**src/rtl/ssr_pkg.sv**
```systemverilog
package ssr_pkg;

  typedef enum logic [1:0] {
    ALIAS_NONE     = 2'd0,
    ALIAS_OWN      = 2'd1,
    ALIAS_LOWER_HV = 2'd2,
    ALIAS_HV       = 2'd3
  } alias_e;

  // bit positions of the one-hot outcome vector
  typedef enum logic [2:0] {
    OC_ACC_L1 = 3'd0,
    OC_ACC_L2 = 3'd1,
    OC_MEM    = 3'd2,
    OC_TRAP   = 3'd3,
    OC_UNDEF  = 3'd4,
    OC_LOCK   = 3'd5
  } outcome_e;

  localparam int N_OUTCOMES = 6;
  localparam int N_ALIASES  = 3;

  typedef struct packed {
    logic [1:0] op0;
    logic [2:0] op1;
    logic [3:0] crn;
    logic [3:0] crm;
    logic [2:0] op2;
  } sysreg_enc_t;

  localparam logic [1:0] ENC_OP0 = 2'b11;
  localparam logic [3:0] ENC_CRN = 4'b0100;
  localparam logic [3:0] ENC_CRM = 4'b0000;
  localparam logic [2:0] ENC_OP2 = 3'b000;

  localparam logic [2:0] OP1_OWN      = 3'b000;
  localparam logic [2:0] OP1_LOWER_HV = 3'b101;
  localparam logic [2:0] OP1_HV       = 3'b100;

  localparam logic [2:0] NV_OWN_TRAP  = 3'b011;
  localparam logic [2:0] NV_OWN_MEM   = 3'b111;
  localparam logic [2:0] NV_LOWER_MEM = 3'b101;

  localparam logic [1:0] EL0 = 2'd0;
  localparam logic [1:0] EL1 = 2'd1;
  localparam logic [1:0] EL2 = 2'd2;
  localparam logic [1:0] EL3 = 2'd3;

endpackage

```
**src/rtl/ssr_alias_decode.sv**
```systemverilog
module ssr_alias_decode
  import ssr_pkg::*;
(
  input  sysreg_enc_t enc_i,
  output alias_e      alias_o
);

  localparam logic [2:0] OP1_TAB [N_ALIASES] = '{OP1_OWN, OP1_LOWER_HV, OP1_HV};
  localparam alias_e     ID_TAB  [N_ALIASES] = '{ALIAS_OWN, ALIAS_LOWER_HV, ALIAS_HV};

  logic                 common_ok;
  logic [N_ALIASES-1:0] hit;

  assign common_ok = (enc_i.op0 == ENC_OP0) && (enc_i.crn == ENC_CRN) &&
                     (enc_i.crm == ENC_CRM) && (enc_i.op2 == ENC_OP2);

  for (genvar g = 0; g < N_ALIASES; g++) begin : g_hit
    assign hit[g] = common_ok && (enc_i.op1 == OP1_TAB[g]);
  end

  always_comb begin
    alias_o = ALIAS_NONE;
    for (int k = 0; k < N_ALIASES; k++) begin
      if (hit[k]) alias_o = ID_TAB[k];
    end
  end

endmodule

```
**src/rtl/ssr_lock_check.sv**
```systemverilog
module ssr_lock_check
  import ssr_pkg::*;
(
  input  logic       write_i,
  input  logic [1:0] el_i,
  input  alias_e     alias_i,
  input  logic [2:0] nv_i,
  input  logic       lock_feat_i,
  input  logic       lock_en_i,
  input  logic       halted_i,
  input  logic       lock_bit_i,
  output logic       lock_hit_o
);

  logic level_ok;
  logic armed;
  logic exempt;

  assign level_ok = (el_i == EL1) || (el_i == EL2);
  assign armed    = lock_feat_i && lock_en_i && !halted_i && lock_bit_i;
  // own-level alias at level 1 with nv1 and nv0 both set is excluded
  assign exempt   = (alias_i == ALIAS_OWN) && (el_i == EL1) && (nv_i[1:0] == 2'b11);

  assign lock_hit_o = write_i && level_ok && armed && !exempt &&
                      (alias_i != ALIAS_NONE);

endmodule

```
**src/rtl/ssr_route_logic.sv**
```systemverilog
module ssr_route_logic
  import ssr_pkg::*;
(
  input  logic [1:0] el_i,
  input  alias_e     alias_i,
  input  logic [2:0] nv_i,
  input  logic       host_mode_i,
  input  logic       lock_hit_i,
  output outcome_e   oc_o
);

  outcome_e own_oc, lower_oc, hv_oc;

  always_comb begin
    unique case (el_i)
      EL1: begin
        if (nv_i == NV_OWN_TRAP)     own_oc = OC_TRAP;
        else if (nv_i == NV_OWN_MEM) own_oc = OC_MEM;
        else                         own_oc = OC_ACC_L1;
      end
      EL2:     own_oc = host_mode_i ? OC_ACC_L2 : OC_ACC_L1;
      default: own_oc = OC_ACC_L1;
    endcase
  end

  always_comb begin
    if (el_i == EL1) begin
      if (nv_i == NV_LOWER_MEM) lower_oc = OC_MEM;
      else if (nv_i[0])         lower_oc = OC_TRAP;
      else                      lower_oc = OC_UNDEF;
    end else begin
      lower_oc = host_mode_i ? OC_ACC_L1 : OC_UNDEF;
    end
  end

  always_comb begin
    if (el_i == EL1) begin
      if (nv_i[2] && nv_i[0]) hv_oc = OC_ACC_L1;
      else if (nv_i[0])       hv_oc = OC_TRAP;
      else                    hv_oc = OC_UNDEF;
    end else begin
      hv_oc = OC_ACC_L2;
    end
  end

  always_comb begin
    if (el_i == EL0)     oc_o = OC_UNDEF;
    else if (lock_hit_i) oc_o = OC_LOCK;
    else begin
      unique case (alias_i)
        ALIAS_OWN:      oc_o = own_oc;
        ALIAS_LOWER_HV: oc_o = lower_oc;
        ALIAS_HV:       oc_o = hv_oc;
        default:        oc_o = OC_UNDEF;
      endcase
    end
  end

endmodule

```
**src/rtl/ssr_onehot.sv**
```systemverilog
module ssr_onehot #(
  parameter int N     = 6,
  localparam int IDX_W = (N > 1) ? $clog2(N) : 1
) (
  input  logic [IDX_W-1:0] idx_i,
  output logic [N-1:0]     oh_o
);

  for (genvar g = 0; g < N; g++) begin : g_bit
    assign oh_o[g] = (idx_i == IDX_W'(g));
  end

endmodule

```
**src/rtl/ssr_access_router.sv**
```systemverilog
module ssr_access_router
  import ssr_pkg::*;
#(
  parameter int               SYND_W    = 6,
  parameter logic [SYND_W-1:0] TRAP_SYND = 6'h18,
  parameter int               OFF_W     = 12,
  parameter logic [OFF_W-1:0]  MEM_OFF   = 12'h160
) (
  input  logic                  clk_i,
  input  logic                  rst_ni,
  input  logic                  req_valid_i,
  input  logic                  req_write_i,
  input  logic [1:0]            el_i,
  input  logic [1:0]            op0_i,
  input  logic [2:0]            op1_i,
  input  logic [3:0]            crn_i,
  input  logic [3:0]            crm_i,
  input  logic [2:0]            op2_i,
  input  logic [2:0]            nv_i,
  input  logic                  host_mode_i,
  input  logic                  lock_feat_i,
  input  logic                  lock_en_i,
  input  logic                  halted_i,
  input  logic                  lock_bit_i,
  output logic                  dec_valid_o,
  output logic                  nomatch_o,
  output logic [N_OUTCOMES-1:0] outcome_o,
  output logic [SYND_W-1:0]     syndrome_o,
  output logic [OFF_W-1:0]      mem_offset_o
);

  sysreg_enc_t           enc;
  alias_e                alias_id;
  logic                  lock_hit;
  outcome_e              oc;
  logic [N_OUTCOMES-1:0] oc_oh;
  logic                  matched;

  assign enc = '{op0: op0_i, op1: op1_i, crn: crn_i, crm: crm_i, op2: op2_i};

  ssr_alias_decode u_decode (
    .enc_i   (enc),
    .alias_o (alias_id)
  );

  ssr_lock_check u_lock (
    .write_i     (req_write_i),
    .el_i        (el_i),
    .alias_i     (alias_id),
    .nv_i        (nv_i),
    .lock_feat_i (lock_feat_i),
    .lock_en_i   (lock_en_i),
    .halted_i    (halted_i),
    .lock_bit_i  (lock_bit_i),
    .lock_hit_o  (lock_hit)
  );

  ssr_route_logic u_route (
    .el_i        (el_i),
    .alias_i     (alias_id),
    .nv_i        (nv_i),
    .host_mode_i (host_mode_i),
    .lock_hit_i  (lock_hit),
    .oc_o        (oc)
  );

  ssr_onehot #(.N(N_OUTCOMES)) u_oh (
    .idx_i (oc),
    .oh_o  (oc_oh)
  );

  assign matched = req_valid_i && (alias_id != ALIAS_NONE);

  always_ff @(posedge clk_i or negedge rst_ni) begin
    if (!rst_ni) begin
      dec_valid_o  <= 1'b0;
      nomatch_o    <= 1'b0;
      outcome_o    <= '0;
      syndrome_o   <= '0;
      mem_offset_o <= '0;
    end else begin
      dec_valid_o  <= matched;
      nomatch_o    <= req_valid_i && (alias_id == ALIAS_NONE);
      outcome_o    <= matched ? oc_oh : '0;
      syndrome_o   <= (matched && oc == OC_TRAP) ? TRAP_SYND : '0;
      mem_offset_o <= (matched && oc == OC_MEM) ? MEM_OFF : '0;
    end
  end

endmodule

```
**config.mk**
```make
export PLATFORM = sky130hd
export DESIGN_NAME = ssr_access_router
export DESIGN_NICKNAME = d
export VERILOG_FILES = /design/src/rtl/ssr_pkg.sv /design/src/rtl/ssr_alias_decode.sv /design/src/rtl/ssr_lock_check.sv /design/src/rtl/ssr_route_logic.sv /design/src/rtl/ssr_onehot.sv /design/src/rtl/ssr_access_router.sv
export SDC_FILE = /design/constraint.sdc
export NUM_CORES = 1
export LEC_CHECK = 0
export ABC_AREA = 1
export ABC_CLOCK_PERIOD_IN_PS = 1700
export BUFFER_PORTS_ARGS = -buffer_cell sky130_fd_sc_hd__buf_2
export CORE_MARGIN = 1
export CORE_UTILIZATION = 25
export DETAILED_ROUTE_END_ITERATION = 8
export GPL_ROUTABILITY_DRIVEN = 1
export SYNTH_ARGS = -nofsm -noshare
export SYNTH_HDL_FRONTEND = slang
export SYNTH_SLANG_ARGS = --single-unit
```
**constraint.sdc**
```tcl
create_clock -name clk_i -period 1.7 [get_ports clk_i]
set_input_delay 0.34 -clock clk_i [delete_from_list [all_inputs] [get_ports clk_i]]
set_output_delay 0.34 -clock clk_i [all_outputs]
set_load 0.03 [all_outputs]
```
Word level (Yosys, flattened, before mapping)
Cells that the tools add are included.
{"block": "classes", "eq_ne": 18, "n_mux": 19, "reduce_logical": 30}
{"cell": "$mux 3", "count": 9}
{"cell": "$logic_and 1x1->1", "count": 20}
{"cell": "$eq 3x3->1 const B", "count": 6}
{"cell": "$eq 2x2->1 const B", "count": 5}
{"cell": "$eq 3x2->1 const B", "count": 3}
{"cell": "$logic_not 3->1", "count": 3}
{"cell": "$mux 9", "count": 1}
{"cell": "$pmux 3 s3", "count": 1}
{"cell": "$mux 2", "count": 3}
{"cell": "$mux 6", "count": 1}
{"cell": "$pmux 3 s2", "count": 1}
{"cell": "$mux 5", "count": 1}
{"cell": "$eq 2x1->1 const B", "count": 2}
{"cell": "$eq 4x3->1 const B", "count": 1}
{"cell": "$logic_not 2->1", "count": 2}
{"cell": "$logic_not 4->1", "count": 1}
{"cell": "$eq 3x1->1 const B", "count": 1}
{"cell": "$logic_not 1->1", "count": 2}
{"cell": "$mux 1", "count": 2}
{"cell": "$reduce_bool 2->1", "count": 1}
{"cell": "$logic_or 1x1->1", "count": 1}
{"block": "totals", "ff_bits": 25, "input_bits": 30, "output_inout_bits": 26, "word_cells": 72}

Logic depth before layout (Yosys ltp)
{"block": "logic_depth", "depth_word": 19, "depth_mapped": 13, "mapped_depth_nobuf": 13}

Cells and area by module
Synthesis repeated with hierarchy kept, for this count alone.
{"block": "hier_totals", "cells_unflattened": 131, "hier_area_um2": 859.6}
{"mod": "ssr_access_router", "n_inst": 1, "cells_each": 48, "area_per_inst_um2": 470.5, "seq_area_each_um2": 250.2}
{"mod": "ssr_route_logic", "n_inst": 1, "cells_each": 42, "area_per_inst_um2": 215.2, "seq_area_each_um2": 0.0}
{"mod": "ssr_alias_decode", "n_inst": 1, "cells_each": 19, "area_per_inst_um2": 73.8, "seq_area_each_um2": 0.0}
{"mod": "ssr_lock_check", "n_inst": 1, "cells_each": 10, "area_per_inst_um2": 52.6, "seq_area_each_um2": 0.0}
{"mod": "ssr_onehot", "n_inst": 1, "cells_each": 12, "area_per_inst_um2": 47.5, "seq_area_each_um2": 0.0}

Worst setup path after synthesis
OpenSTA, ideal clock, no wires.
{"block": "synth_timing", "path_kind": "input-to-reg", "start": "in el_i[0]", "end": "reg outcome_o[0]", "setup_ps": 119, "arrival_ps": 1440, "t_required_ps": 1581, "path_slack_ps": 141, "path_stages": 9, "path_cell_list": "inv_1 -> ha_1 -> nand2_1 -> nor4b_1 -> nand2_2 -> nand3_2 -> nand2_1 -> nand2_1 -> nor2_1"}
{"block": "synth_between", "elab_chain_len": 10}
{"item": "start: declaration", "line": "ssr_access_router.sv:13", "rtl": "input logic [1:0] el_i,"}
{"item": "branches (longest 7 deep; another with $pmux 3 s2)"}
{"item": "$mux 3 (*)", "line": "ssr_route_logic.sv:47", "rtl": "if (el_i == EL0) oc_o = OC_UNDEF;"}
{"item": "$logic_not 3->1 (*)", "line": "ssr_onehot.sv:10", "rtl": "assign oh_o[g] = (idx_i == IDX_W'(g));"}
{"item": "$mux 6 (*)", "line": "ssr_access_router.sv:84", "rtl": "outcome_o <= matched ? oc_oh : '0;"}
{"item": "end signal: assignment", "line": "ssr_access_router.sv:84"}
{"item": "end: declaration", "line": "ssr_access_router.sv:27", "rtl": "output logic [N_OUTCOMES-1:0] outcome_o,"}
Every way passes the cells marked *.

Worst setup path in the final report
{"block": "layout_timing", "start": "in el_i[0]", "end": "reg outcome_o[5]"}
{"block": "layout_between", "elab_chain_len": 10}
{"item": "branches (longest 7 deep; another with $pmux 3 s2)"}
{"item": "$mux 3 (*)", "line": "ssr_route_logic.sv:47"}
{"item": "$eq 3x3->1 (*)", "line": "ssr_onehot.sv:10"}
{"item": "$mux 6 (*)", "line": "ssr_access_router.sv:84"}
Marked as above.

==> results.md <==
Critical path:
- STA classifies the critical path startpoint as an input pin.
- The type of the worst setup path is input pin to register.
- Data on the critical path is required at its endpoint by 1.85 ns.
- The top cell family by delay on the critical path is simple AND/OR/NAND/NOR gates.
- The biggest cell delay along the critical path is 0.29 ns.
- The critical path goes through buf_2 -> inv_1 -> ha_1 -> nand2_1 -> nor4b_2 -> nand2_2 -> nand3_2 -> nand2_1 -> clkinv_1 -> nand2_1 -> nor2_1.
- The kind of end point of the critical path is a register.
- For the worst setup path, the data arrival time is 1.63 ns.
- The cell type of the slowest stage on the worst timing path is sky130_fd_sc_hd__ha_1.
- Of all nets on the critical path, the largest fanout is 4.
- The count of buffering cells on the critical path with inverters included is 3.
- The most common cell type on the critical path is sky130_fd_sc_hd__nand2_1.

Yosys:
- By count the netlist is led by sky130_fd_sc_hd__nand2_1 (29), sky130_fd_sc_hd__buf_4 (18), sky130_fd_sc_hd__nor2_1 (18).
- The async set-reset flop share out of synthesis is 1.000.
- In the post-synthesis netlist, the biggest area contributors are sky130_fd_sc_hd__dfrtp_1 (21%), sky130_fd_sc_hd__buf_4 (14%), sky130_fd_sc_hd__nand2_1 (12%).
- The post-synthesis area per instance is 7.050 um2.
- The number of enable-type register cells in the synthesized netlist is 0.
- Yosys instantiated no cell more often than sky130_fd_sc_hd__nand2_1.
- sky130_fd_sc_hd__dfrtp_1 takes more of the synthesized area than any other cell.
- The flip-flop cell with the highest count after synthesis is sky130_fd_sc_hd__dfrtp_1.
- The sequential-to-total area share from yosys stat is 0.2119.
- Of the post-synthesis cell area, the dominant cell type holds 0.2119.
- The synthesized instance count is 134.
- The Yosys warning count is 0.
- The synthesized netlist occupies a cell area of 944.7 um2.
- The flop and latch count out of synthesis is 8.
- The count of cell types in the netlist is 24.

Placed design:
- OpenSTA, run right after detailed placement, puts the worst setup slack at -0.1674 ns.
- The number of port buffers is 42.
- Summed over all nets, the half-perimeter wirelength after detailed placement is 1.644 mm.
- Counting tap cells, the placed design contains a total of 221 instances.
- The routability-driven placement congestion ratio is 0.8432.
- After detailed placement, the total cell area comes to 1160 um2.

Clock tree:
- The clock tree root buffer cell is sky130_fd_sc_hd__clkbuf_8.
- The buffer depth of the longest clock path is 2.
- The clock tree from TritonCTS is built.
- Clock-pin slew was measured on the worst setup and hold paths at 0.04 ns.
- The post-CTS setup buffer count is 0.
- CTS built an H-tree with a depth of 1.
- The number of buffers inserted during clock tree synthesis is 3.
- Clock tree synthesis found a total of 8 sinks.

Detailed routing:
- The number of remaining DRC errors is 0.
- The per-cell via count in the routed design is 3.849.
- The routed design has 1.753 mm of wire.
- The first routing iteration left 23 violations.
- For this block, the via count after detailed routing is 866.
- In the final routed layout, each cell accounts on average for 7.791 um.
- The count of nets left with antenna violations once routing finished came out at 0.
- Before antenna repair, the detailed router went through 4 iterations.

Run:
- The number of violations of the max-capacitance limit is 0.

Power and ir drop:
- In this run the static leakage power is 0.0007182 uW.
- Dividing total power by cell area gives a power density of 464.5 nW/um2.
- The overall power consumption is 565.5 uW.
- VDD sags by at most 0.0001949 V.

Floorplanning:
- The row count is 21.
- The horizontal die dimension is 63.47 um.
- The core region is 3468 um2.
- Measured along the y axis, the die boundary spans 63.47 um.
- The initial core utilization is 0.2724.
- The number of placed I/O pins is 56.
- The die covers 4028 um2.

Timing:
- The shortest period the worst path allows is 1.478 ns.
- Setup violations remaining at the end of the flow were counted as 0.
- Setup repair after global routing left no endpoint under its margin.
- The part of the cycle the worst path needs is 0.8697.
- The number of endpoints with negative hold slack in the final report is 0.
- The maximum frequency from static timing analysis is 676.4 MHz.
- In the final timing run, aggregate negative setup slack is 0 ns.
- The max-slew violation count is 0.
- After layout, the worst setup slack is 0.2216 ns.

Cells and area:
- 0 antenna diodes ended up in the layout.
- The finished layout holds 225 standard cells, fillers aside.
- The share of cells above drive strength 1 is 0.4358.
- Across the whole layout, storage elements account for 200.2 um2.
- The final design area excluding fillers is 1217 um2.
- Relative to the synthesized area, the layout overhead comes to 28.87%.
- The area occupied by multi-input gates is 570.5 um2.
- The net count of the finished layout is 214.
- The total of fill cells in the finished design is 375.

Global route:
- The number of global-route vias before repair is 797.
- The number of antenna violations at the first check in global routing is 0.
- Summed over all layers, the global routing overflow is 0.
- For this run, the total global-route usage over all layers was measured as 0.1028.
- The first global-routing pass estimated 3.325 mm of wire.
- Entering global routing, the biggest net connects 9 pins.

Outcome:
- The flow ran to the end, and the final reports show no timing, DRC or antenna violations.

Worst hold path:
- The classification of the worst-slack hold path is input pin to register.
## flip-flops by register name (all words and copies together), names as in the netlist
| name | count |
|---|---|
| dec_valid_o | 1 |
| nomatch_o | 1 |
| outcome_o | 6 |
## layout by cell type, fill, tap and decap left out, drive strengths merged
master / Yosys / final
a21oi: 1 / 1
buf: 18 / 47
clkbuf: 0 / 3
clkinv: 1 / 1
conb: 1 / 13
dfrtp: 8 / 8
dlygate4sd3: 0 / 1
ha: 3 / 3
inv: 23 / 23
nand2: 34 / 34
nand3: 10 / 10
nand3b: 1 / 1
nand4: 4 / 4
nor2: 25 / 25
nor3: 2 / 2
nor3b: 1 / 1
nor4b: 1 / 1
o21ai: 1 / 1
## timing repair
action / CTS / global route
hold buffers: 1 / 0
endpoints found under the setup margin: 0 / 4
gates resized for setup: 0 / 1
endpoints found under the hold margin: 8 / 0
## kinds of logic (layout without fill, tap and decap cells)
logic type | Yosys count | in the layout | synth area share
buffers and inverters | 42 | 75 | 0.2384
AND/OR/NAND/NOR | 78 | 78 | 0.4834
adder cells (fa/ha/maj) | 3 | 3 | 0.03974
flip-flops | 8 | 8 | 0.2119
other | 1 | 13 | 0.003970
AO/OA/AOI/OAI | 2 | 2 | 0.02252
## final cells by class
cell class	count	share of cell area
clock buffer	3	0.03392
inverter	24	0.07400
multi-input combinational	96	0.4687
sequential	8	0.1644
tap	46	0.04728
timing repair buffer	48	0.2117
## where the power goes
part,internal [uW],switching [uW]
Combinational,52.9,102
Clock,152,65.2
Sequential,193,0.183
Total,398,167
## metal layers
layer  vias to the layer above  global-route usage  routed length (um)
met1                       363              0.1298                 829
met5                         -                   0                   0
li1                        467                   -                   -
met3                         2             0.01630                  83
met2                        34              0.1755                 821
met4                         0             0.03409                  19
## metrics by stage
step                utilization  hold slack, ns
floorplan                     -         0.04441
global placement         0.3344          0.1832
detailed placement       0.3344          0.1821
CTS                      0.3492          0.3942
global route             0.3510          0.4226
finish                   0.3510          0.3953
## worst paths after layout
kind                             start            to  depth (start not counted)
max in group asynchronous       rst_ni  outcome_o[5]                          2
worst max-delay path           el_i[0]  outcome_o[5]                         11
min in group asynchronous       rst_ni  outcome_o[0]                          2
worst min-delay path       req_valid_i     nomatch_o                          3
No activity file was read; power rests on OpenSTA's default activity.
